**src/rtl/z80_glue_pkg.sv**
```systemverilog
package z80_glue_pkg;
  // Index of the 4-port select that holds the configuration port
  localparam int unsigned CFG_QUAD = 0;

  typedef enum logic [1:0] {
    MAP_NONE = 2'd0,
    MAP_ROM  = 2'd1,
    MAP_RAM  = 2'd2
  } mem_target_e;
endpackage

```
**src/rtl/glue_sw_sync.sv**
```systemverilog
module glue_sw_sync #(
  parameter int unsigned SW_W = 8
) (
  input  logic            clk,
  input  logic            rst_n,
  input  logic [SW_W-1:0] sw_in,
  output logic [SW_W-1:0] sw_out
);
  logic [SW_W-1:0] stage1_q, stage2_q;
  logic [SW_W-1:0] stage1_d, stage2_d;

  always_comb begin
    stage1_d = sw_in;
    stage2_d = stage1_q;
  end

  // Open switches read as ones, so the reset value is all ones
  always_ff @(posedge clk or negedge rst_n) begin
    if (!rst_n) begin
      stage1_q <= '1;
      stage2_q <= '1;
    end else begin
      stage1_q <= stage1_d;
      stage2_q <= stage2_d;
    end
  end

  assign sw_out = stage2_q;
endmodule

```
**src/rtl/glue_io_decode.sv**
```systemverilog
module glue_io_decode #(
  parameter int unsigned PORT_W   = 8,
  parameter int unsigned GRP_CNT  = 8,
  parameter int unsigned QUAD_CNT = 8
) (
  input  logic                clk,
  input  logic                rst_n,
  input  logic [PORT_W-1:0]   port,
  input  logic                iorq_n,
  input  logic                m1_n,
  input  logic                rd_n,
  input  logic                wr_n,
  output logic [GRP_CNT-1:0]  grp_sel_n,
  output logic [QUAD_CNT-1:0] quad_sel_n,
  output logic                cfg_rd,
  output logic                cfg_wr
);
  import z80_glue_pkg::*;

  localparam int unsigned GRP_BITS  = $clog2(GRP_CNT);
  localparam int unsigned GRP_LSB   = PORT_W - GRP_BITS;
  localparam int unsigned QUAD_LSB  = 2;
  localparam int unsigned QUAD_BITS = PORT_W - QUAD_LSB;

  logic io_cyc;
  logic cfg_hit;

  // Interrupt acknowledge (M1 low together with IORQ) is not a port access
  assign io_cyc = !iorq_n && m1_n;

  for (genvar g = 0; g < GRP_CNT; g++) begin : g_grp
    localparam logic [GRP_BITS-1:0] GIDX = g;
    assign grp_sel_n[g] = !(io_cyc && (port[PORT_W-1:GRP_LSB] == GIDX));
  end

  for (genvar q = 0; q < QUAD_CNT; q++) begin : g_quad
    localparam logic [QUAD_BITS-1:0] QIDX = q;
    assign quad_sel_n[q] = !(io_cyc && (port[PORT_W-1:QUAD_LSB] == QIDX));
  end

  assign cfg_hit = !quad_sel_n[CFG_QUAD];
  assign cfg_rd  = cfg_hit && !rd_n;
  assign cfg_wr  = cfg_hit && !wr_n;

  assert_iack_quiet_R7: assert property (@(posedge clk) disable iff (!rst_n)
    (!iorq_n && !m1_n) |-> (&grp_sel_n && &quad_sel_n && !cfg_wr));
  assert_grp_onehot_R4: assert property (@(posedge clk) disable iff (!rst_n)
    $onehot0(~grp_sel_n));
  assert_quad_in_grp0_R5: assert property (@(posedge clk) disable iff (!rst_n)
    (~quad_sel_n != '0) |-> !grp_sel_n[0]);
endmodule

```
**src/rtl/glue_overlay_latch.sv**
```systemverilog
module glue_overlay_latch (
  input  logic clk,
  input  logic rst_n,
  input  logic cfg_wr,
  input  logic wr_n,
  output logic rom_on
);
  logic seen_q, seen_d, seen_en;
  logic rom_q, rom_d, rom_en;

  // Remember a qualifying write; the map changes when WR is seen released
  always_comb begin
    seen_en = 1'b1;
    seen_d  = cfg_wr;
    rom_en  = seen_q && wr_n;
    rom_d   = 1'b0;
  end

  always_ff @(posedge clk or negedge rst_n) begin
    if (!rst_n) begin
      seen_q <= 1'b0;
      rom_q  <= 1'b1;
    end else begin
      if (seen_en) seen_q <= seen_d;
      if (rom_en)  rom_q  <= rom_d;
    end
  end

  assign rom_on = rom_q;

  assert_one_way_R3: assert property (@(posedge clk) disable iff (!rst_n)
    !rom_q |=> !rom_q);
  assert_clear_needs_write_R2: assert property (@(posedge clk) disable iff (!rst_n)
    (rom_q && !seen_q) |=> rom_q);
endmodule

```
**src/rtl/glue_mem_decode.sv**
```systemverilog
module glue_mem_decode (
  input  logic clk,
  input  logic rst_n,
  input  logic addr_hi,
  input  logic mreq_n,
  input  logic wr_n,
  input  logic rom_on,
  output logic rom_cs_n,
  output logic ram_cs_n
);
  import z80_glue_pkg::*;

  mem_target_e tgt;

  always_comb begin
    tgt = MAP_NONE;
    if (!mreq_n) begin
      if (rom_on && !addr_hi) tgt = wr_n ? MAP_ROM : MAP_NONE;
      else                    tgt = MAP_RAM;
    end
  end

  assign rom_cs_n = (tgt != MAP_ROM);
  assign ram_cs_n = (tgt != MAP_RAM);

  assert_rom_no_write_R8: assert property (@(posedge clk) disable iff (!rst_n)
    !rom_cs_n |-> wr_n);
  assert_cs_exclusive_R8: assert property (@(posedge clk) disable iff (!rst_n)
    !(!rom_cs_n && !ram_cs_n));
  assert_idle_no_cs_R8: assert property (@(posedge clk) disable iff (!rst_n)
    mreq_n |-> (rom_cs_n && ram_cs_n));
endmodule

```
**src/rtl/z80_bus_glue.sv**
```systemverilog
module z80_bus_glue #(
  parameter int unsigned ADDR_W   = 16,
  parameter int unsigned PORT_W   = 8,
  parameter int unsigned GRP_CNT  = 8,
  parameter int unsigned QUAD_CNT = 8,
  parameter int unsigned SW_W     = 8
) (
  input  logic                clk,
  input  logic                rst_n,
  input  logic [ADDR_W-1:0]   addr,
  input  logic                mreq_n,
  input  logic                iorq_n,
  input  logic                rd_n,
  input  logic                wr_n,
  input  logic                m1_n,
  input  logic [SW_W-1:0]     cfg_sw,
  output logic                rom_cs_n,
  output logic                ram_cs_n,
  output logic [GRP_CNT-1:0]  grp_sel_n,
  output logic [QUAD_CNT-1:0] quad_sel_n,
  output logic [SW_W-1:0]     cfg_dout,
  output logic                cfg_oe,
  output logic                rom_map_on
);
  logic            cfg_rd, cfg_wr, rom_on;
  logic [SW_W-1:0] sw_s;
  logic            unused_hi;

  // Upper address byte plays no part in the port decode
  assign unused_hi = ^addr[ADDR_W-2:PORT_W];

  glue_io_decode #(.PORT_W(PORT_W), .GRP_CNT(GRP_CNT), .QUAD_CNT(QUAD_CNT)) u_io (
    .clk(clk), .rst_n(rst_n), .port(addr[PORT_W-1:0]), .iorq_n(iorq_n), .m1_n(m1_n),
    .rd_n(rd_n), .wr_n(wr_n), .grp_sel_n(grp_sel_n), .quad_sel_n(quad_sel_n),
    .cfg_rd(cfg_rd), .cfg_wr(cfg_wr)
  );

  glue_overlay_latch u_ovl (
    .clk(clk), .rst_n(rst_n), .cfg_wr(cfg_wr), .wr_n(wr_n), .rom_on(rom_on)
  );

  glue_mem_decode u_mem (
    .clk(clk), .rst_n(rst_n), .addr_hi(addr[ADDR_W-1]), .mreq_n(mreq_n), .wr_n(wr_n),
    .rom_on(rom_on), .rom_cs_n(rom_cs_n), .ram_cs_n(ram_cs_n)
  );

  glue_sw_sync #(.SW_W(SW_W)) u_sync (
    .clk(clk), .rst_n(rst_n), .sw_in(cfg_sw), .sw_out(sw_s)
  );

  assign cfg_oe     = cfg_rd;
  assign cfg_dout   = cfg_rd ? sw_s : '0;
  assign rom_map_on = rom_on;

  assert_dout_quiet_R9: assert property (@(posedge clk) disable iff (!rst_n)
    !cfg_oe |-> (cfg_dout == '0));
  assert_oe_is_read_R9: assert property (@(posedge clk) disable iff (!rst_n)
    cfg_oe |-> (!rd_n && !iorq_n && m1_n));
endmodule

```
**config.mk**
```make
export PLATFORM = sky130hd
export DESIGN_NAME = z80_bus_glue
export DESIGN_NICKNAME = d
export VERILOG_FILES = /design/src/rtl/z80_glue_pkg.sv /design/src/rtl/glue_sw_sync.sv /design/src/rtl/glue_io_decode.sv /design/src/rtl/glue_overlay_latch.sv /design/src/rtl/glue_mem_decode.sv /design/src/rtl/z80_bus_glue.sv
export SDC_FILE = /design/constraint.sdc
export NUM_CORES = 1
export LEC_CHECK = 0
export CAP_MARGIN = 20
export CORE_UTILIZATION = 34
export DETAILED_ROUTE_END_ITERATION = 8
export GPL_TIMING_DRIVEN = 0
export PLACE_DENSITY = 0.89
export SKIP_LAST_GASP = 1
export SYNTH_ARGS = -nofsm -noshare
export SYNTH_HDL_FRONTEND = slang
export SYNTH_SLANG_ARGS = --single-unit
```
**constraint.sdc**
```tcl
create_clock -name clk -period 1.85 [get_ports clk]
set_clock_uncertainty 0.15 [all_clocks]
set_input_delay 0.37 -clock clk [delete_from_list [all_inputs] [get_ports clk]]
set_output_delay 0.37 -clock clk [all_outputs]
set_load 0.01 [all_outputs]
```
Word-level counts from Yosys, hierarchy flattened
Cells that the tools add are included.

word-level totals
  logic and storage cells = 67
  bits in registers = 18
  bits of input ports = 31
  output and inout bits = 28

operators by class
  reduce and logical (&&, ||, !) cells = 43
  equality and inequality tests = 16
  multiplexer cells = 4

operators by type and width
  cell                number
  $eq 6x3->1 const B  4
  $logic_and 1x1->1   21
  $logic_not 1->1     20
  $eq 3x3->1 const B  4
  $eq 6x2->1 const B  2
  $mux 8              1
  $eq 3x2->1 const B  2
  $eq 6x1->1 const B  1
  $logic_not 6->1     1
  $mux 2              2
  $eq 3x1->1 const B  1
  $logic_not 3->1     1
  $ne 2x1->1 const B  1
  $ne 2x2->1 const B  1
  $mux 1              1

Logic depth before layout (Yosys ltp)
Gate-level depths: netlist of the first run.

  word-level depth = 5
  gate-level depth with buffers = 4
  gate-level depth less buffers = 2

By module
From an unflattened synthesis of the first run, not the netlist that was laid out.

second synthesis, totals
  cells, all modules = 62
  area total of the unflattened synthesis = 743.2 sq um

by module, submodules not included
  module              area each (sq um)  sequential area each (sq um)  cells an instance  times used
  glue_sw_sync        420.4              420.4                         16                 1
  glue_io_decode      188.9              0.0                           31                 1
  glue_overlay_latch  62.6               51.3                          3                  1
  z80_bus_glue        50.0               0.0                           8                  1
  glue_mem_decode     21.3               0.0                           4                  1

Worst setup path after synthesis of the first run
OpenSTA, ideal clock, no wires.

  path kind = input to output
  start = input addr[5]
  end = output cfg_oe
  stages = 4
  path slack = -0.104 ns
  arrival time = 1.434 ns
  path buffers = 2
  path through = buf_6 -> or4_4 -> buf_6 -> nor3_1

between the ends
  cells in the longest elaborated chain, start to end = 3

ends and longest elaborated chain
  element            line                  RTL
  start, declared    z80_bus_glue.sv:10    input logic [ADDR_W-1:0] addr,
  $logic_not 6->1    glue_io_decode.sv:38  assign quad_sel_n[q] = !(io_cyc && (port[PORT_W-1:QUAD_LSB] == QIDX));
  $logic_and 1x1->1  glue_io_decode.sv:38
  $logic_and 1x1->1  glue_io_decode.sv:42  assign cfg_rd = cfg_hit && !rd_n;
  end, declared      z80_bus_glue.sv:22    output logic cfg_oe,

No other way between the ends.

Worst setup path in the final report of the first run
  start = input addr[2]
  end = output cfg_dout[0]

between the ends
  cells in the longest elaborated chain, start to end = 4

ends and longest elaborated chain
  element            line                  RTL
  $logic_not 6->1    glue_io_decode.sv:38
  $logic_and 1x1->1  glue_io_decode.sv:38
  $logic_and 1x1->1  glue_io_decode.sv:42
  $mux 8             z80_bus_glue.sv:52    assign cfg_dout = cfg_rd ? sw_s : '0;
  end, declared      z80_bus_glue.sv:21    output logic [SW_W-1:0] cfg_dout,

No other way between the ends.

==> reports/results.tsv, run 1 <==
metric	value	unit
# clock sinks	18	
vias in the first global route	758	
WL final	2.10	mm
Pint	621	uW
distinct cell type count after synthesis	23	
failing checks	negative setup slack	
outcome	complete, but fails checks	
area grow syn2layout	82.9	%
layout cell share with drive strength beyond 1	53.8	%
total negative slack	-2.60	ns
first-pass detailed-route iteration total	4	
Mapped Area	863	um^2
dpl cell area	1450	um^2
Buf/Inv on CP	3	
FFs w/ async S/R, synth	100	%
YS warnings	0	
Worst EP arrival	1.61	ns
gr ovfl total	0	
number of CTS-inserted buffers	3	
Slew HR	35.0	%
clk root buf	clkbuf_4	
starting density of the core	37.6	%
Worst Hold Class	reg -> reg	
sw frac	22.4	%
net switching power figure	179	uW
worst path required time	1.33	ns
met2 usage	33.1	%
crit-path leading delay family	simple AND/OR/NAND/NOR gates	
Worst VDD drop	0.560	mV
Final ANT Viol Nets	0	
Flop pwr share	53.6	%
CP Capture Type	primary output	
Crit Path Category	in -> out	
nets	164	
Die X	52.4	um
IO buf count	47	
Leak	0.000672	uW
worst hold start	u_sync.stage1_q[5]	
Design Power	801	uW
std cell rows	17	
cell accounting for the most synthesized area	dfstp_2	
hold_ws	0.209	ns
met3 Resource Use GR	1.45	%
Clk Latency, worst-skew pair	0.28	ns
endpoints failing hold	0	
setup slack after layout	-0.275	ns
minimum clock period	2.13	ns
count leader, synth	dfstp_2	
number of fillers in the final layout	170	
core area	2300	um^2
GRT Util Overall	15.8	%
Area contributors post-synth	dfstp_2 52%, nor4_2 10%, inv_1 4.3%	
antenna violations before repair	0	
busiest layer in global routing	met2	
unrepaired setup endpoints after global routing	true	
cts hold-fix bufs	0	
Avg Synthesized Cell Area	12.0	um^2
antenna cells	0	
Reg clk slew, reported paths	0.09	ns
DR WL/cell	13.1	um
H-tree depth	1	
Worst Setup SP	addr[2]	
first-pass GRT wire length	3.26	mm
post-synth top area share	51.7	%
Final Slew Violations	0	
pre-CTS setup slack	-1.16	ns
MaxCap Viol Count	0	
CP max FO	5	
Most used DFF post-synth	dfstp_2	
Post-route DRC	0	
CTS tree	done	
sequential area share after synthesis	54.6	%
top cells by count, synth	17 x dfstp_2, 10 x inv_1, 7 x nor4_2	
detailed placement HPWL	1.46	mm
Worst path slowest cell	or4_4	
critical-path cell list	buf_6, or4_4, buf_12, nor4_4, buf_2	
RD Place Congestion	0.583	
# setup viols final	11	
IO Pins	59	
actual slew at the worst max-slew pin	0.974	ns
Gate power share	18.0	%
Vias per Instance	4.86	
Final Cell Area	1580	um^2
vias post-DR	777	
Final Cycle Share	115	%
worst r2r src	u_ovl.rom_on	
post-synthesis cell count	72	
die height	52.4	um
number of flops mapped to enable cells by yosys	0	
max incr delay on CP	0.58	ns
GR met1 Demand/Resource	15.9	%
Clock Path Buffers	2	
synthesized flop and latch total	18	
overall die area	2740	um^2
P per Cell Area	507	nW/um^2
Max Freq	0.471	GHz
initial drt markers	6	
largest net degree at the start of global routing	19	
Post-Syn Nets	103	
crit path launch type	input pin	
clock share of power	28.3	%
-- path summary, 6_finish.rpt --
kind / slack (ns) / cells past startpoint / to
min in group asynchronous: 0.36 / 1 / u_ovl.seen_q
max reg2reg: 0.89 / 1 / u_ovl.rom_on
max: -0.28 / 5 / cfg_dout[0]
max in group asynchronous: 0.75 / 1 / u_ovl.seen_q
min: 0.21 / 0 / u_sync.sw_out[5]
min reg2reg: 0.21 / 0 / u_sync.sw_out[5]
-- registers in the layout (all words and copies together), names as in the netlist --
name and flops:
u_ovl.seen_q 1, u_ovl.rom_on 1, u_sync.stage1_q 8, u_sync.sw_out 8
-- layout make-up --
cell class	count	area [um^2]	area share, %
Timing Repair Buffer	56	529	33.5
Sequential cell	18	472	29.9
Multi-Input combinational cell	40	410	26.0
Buffer	4	58.8	3.72
Inverter	10	37.5	2.38
Clock buffer	4	36.3	2.30
Tap cell	28	35.0	2.22
-- timing repair --
action / 4_1_cts / 5_1_grt
pin swaps: 11 / 4
resized for setup: 89 / 35
gates cloned: 2 / 0
setup buffers: 3 / 4
setup endpoints to repair: 28 / 24
-- cells in the final DEF (no fill, tap or decap), drive strengths merged --
cell / instances
a21boi: 1
a21o: 1
and2b: 1
and3b: 2
buf: 32
clkbuf: 8
clkdlybuf4s15: 1
clkdlybuf4s50: 12
dfrtp: 1
dfstp: 17
dlygate4sd2: 4
dlymetal6s2s: 7
inv: 10
nand2: 6
nand3: 6
nand4: 2
nand4b: 2
nor2: 2
nor2b: 1
nor3: 2
nor3b: 2
nor4: 8
nor4b: 1
or2: 1
or4: 1
or4b: 1
-- per-stage QoR --
step | utilization (%) | cells
after global routing | 68.7 | 160
after CTS | 65.6 | 156
after global placement | 63.0 | 147
after floorplan | - | 72
after detailed placement | 63.0 | 147
final | 68.7 | 160
-- routing by layer --
metal,vias up,routed length (um)
met1,368,730
met4,0,0
met5,-,0
met3,0,176
met2,39,1190
li1,370,-
-- power by group through the flow --
stage / logic (uW) / clock network (uW) / registers (uW)
after floorplan: 52.1 / 0 / 435
after global placement: 118 / 0 / 435
after detailed placement: 122 / 0 / 436
after CTS: 132 / 234 / 430
after global routing: 155 / 258 / 432
final: 144 / 227 / 430
-- cell families after synthesis --
family	count (synthesis)	synth area share [%]
AO/OA/AOI/OAI	2	1.74
buffers and inverters	14	8.70
flip-flops	18	54.6
AND/OR/NAND/NOR	38	34.9
Note: power is estimated with default switching activity, not from simulation.
==> run 2, diff against run 1 <==
--- a/config.mk
+++ b/config.mk
@@ -6,10 +6,12 @@
 export NUM_CORES = 1
 export LEC_CHECK = 0
 export CAP_MARGIN = 20
+export CORE_MARGIN = 2
 export CORE_UTILIZATION = 34
 export DETAILED_ROUTE_END_ITERATION = 8
 export GPL_TIMING_DRIVEN = 0
 export PLACE_DENSITY = 0.89
+export SKIP_CTS_REPAIR_TIMING = 1
 export SKIP_LAST_GASP = 1
 export SYNTH_ARGS = -nofsm -noshare
 export SYNTH_HDL_FRONTEND = slang
==> reports/results.tsv, run 2 (same netlist as run 1, synthesis figures left out) <==
metric	value	unit	change
outcome	complete, but fails checks		unchanged
failing checks	negative setup slack		unchanged
overall die area	2960	um^2	was 2740 um^2
detailed placement HPWL	1.59	mm	was 1.46 mm
# clock sinks	18		unchanged
Core Util, Final	66.0	%	was 68.7%
Design Power	795	uW	was 801 uW
commonest non-fill, non-tap cell in the layout	dlymetal6s2s_1		was dfstp_2
actual slew at the worst max-slew pin	0.985	ns	was 0.974 ns
P per Cell Area	495	nW/um^2	was 507 nW/um^2
number of CTS-inserted buffers	3		unchanged
layout cell share with drive strength beyond 1	48.1	%	was 53.8%
IO Pins	59		unchanged
area grow syn2layout	86.1	%	was 82.9%
initial drt markers	10		was 6
Multi-input gate area	404	um^2	was 410 um^2
first-pass detailed-route iteration total	4		unchanged
commonest non-fill, non-tap cells in the layout	19 x dlymetal6s2s_1, 17 x dfstp_2, 12 x clkdlybuf4s50_1, 10 x inv_1, 9 x buf_2		was 17 x dfstp_2, 14 x buf_2, 12 x clkdlybuf4s50_1, 10 x inv_1, 8 x nor4_4
Slew HR	34.3	%	was 35.0%
crit path launch type	input pin		unchanged
vias post-DR	774		was 777
Final Slew Violations	0		unchanged
Crit Path Category	in -> out		unchanged
setup slack after layout	-0.276	ns	was -0.275 ns
number of fillers in the final layout	169		was 170
FF-to-FF setup slack	0.90	ns	was 0.89 ns
Worst Hold Class	reg -> reg		unchanged
starting density of the core	35.5	%	was 37.6%
max incr delay on CP	0.57	ns	was 0.58 ns
# setup viols final	10		was 11
Clk Latency, worst-skew pair	0.28	ns	about the same
antenna violations before repair	0		unchanged
first-pass GRT wire length	2.85	mm	was 3.26 mm
CP max FO	5		unchanged
Worst VDD drop	0.401	mV	was 0.560 mV
Worst path slowest cell	or4_4		unchanged
die height	54.4	um	was 52.4 um
largest net degree at the start of global routing	19		unchanged
WL final	2.22	mm	was 2.10 mm
unrepaired setup endpoints after global routing	true		unchanged
Clock Path Buffers	2		unchanged
clk root buf	clkbuf_4		unchanged
Vias per Instance	4.81		was 4.86
RD Place Congestion	0.588		was 0.583
Post-route DRC	0		unchanged
endpoints failing hold	0		unchanged
Final Cycle Share	115	%	about the same
CTS tree	done		unchanged
nets	163		was 164
worst path required time	1.33	ns	about the same
gr ovfl total	0		unchanged
std cell rows	18		was 17
H-tree depth	1		unchanged
critical-path cell list	buf_8, or4_4, clkbuf_16, nor4_4, buf_2		was buf_6, or4_4, buf_12, nor4_4, buf_2
Die X	54.4	um	was 52.4 um
GRT Util Overall	13.5	%	was 15.8%
MaxCap Viol Count	0		unchanged
vias in the first global route	676		was 758
Final ANT Viol Nets	0		unchanged
flip-flop and latch area	472	um^2	unchanged
Max Freq	0.470	GHz	was 0.471 GHz
minimum clock period	2.13	ns	about the same
Leak	0.000698	uW	was 0.000672 uW
CP Capture Type	primary output		unchanged
core area	2430	um^2	was 2300 um^2
antenna cells	0		unchanged
IO buf count	47		unchanged
DR WL/cell	13.8	um	was 13.1 um
Worst EP arrival	1.61	ns	about the same
Reg clk slew, reported paths	0.09	ns	about the same
run 2: cell type report:
class / count / share of cell area (%)
buffer: 4 / 3.97
clock buffer: 4 / 2.26
inverter: 10 / 2.34
multi-input combinational: 40 / 25.2
sequential: 18 / 29.4
tap: 30 / 2.34
timing repair buffer: 55 / 34.6
run 2: path summary, 6_finish.rpt:
path,from,endpoint,depth (start not counted)
max in group asynchronous,rst_n,u_ovl.seen_q,1
setup reg to reg,u_ovl.rom_on,u_ovl.rom_on,1
hold reg to reg,u_sync.stage1_q[2],u_sync.sw_out[2],0
hold / removal,u_sync.stage1_q[2],u_sync.sw_out[2],0
setup / recovery,addr[3],cfg_dout[1],5
min in group asynchronous,rst_n,u_ovl.seen_q,1
run 2: power breakdown:
| group | switching, uW | total (uW) | leakage, uW | internal, uW |
|---|---|---|---|---|
| clock | 106 | 225 | 0.0000210 | 120 |
| combinational | 66.8 | 141 | 0.000485 | 73.8 |
| sequential | 4.44 | 429 | 0.000193 | 425 |
run 2: critical path: cells and delay by family:
kind,cells,cell delay [ns]
AND/OR/NAND/NOR,2,0.77
buffers and inverters,3,0.46
run 2: metal layers:
metal,wire length [um],GRT usage (%),part of all wire (%),vias up
met1,769,12.8,35,358
met4,18,7.08,0.81,0
met5,0,0,0,-
li1,-,-,-,364
met3,308,4.92,14,4
met2,1120,24.9,51,48
run 2: stage by stage:
step | cell area, um^2 | cells | hold slack, ns | setup WS [ns] | setup TNS [ns]
final | 1610 | 161 | 0.209 | -0.276 | -2.44
after global routing | 1610 | 161 | 0.214 | -0.319 | -2.80
after CTS | 1490 | 153 | 0.210 | -1.13 | -21.42
after detailed placement | 1450 | 149 | 0.197 | -1.14 | -21.68
after global placement | 1450 | 149 | 0.197 | -1.11 | -20.17
after floorplan | 942 | 72 | -0.0756 | -0.0385 | -0.348
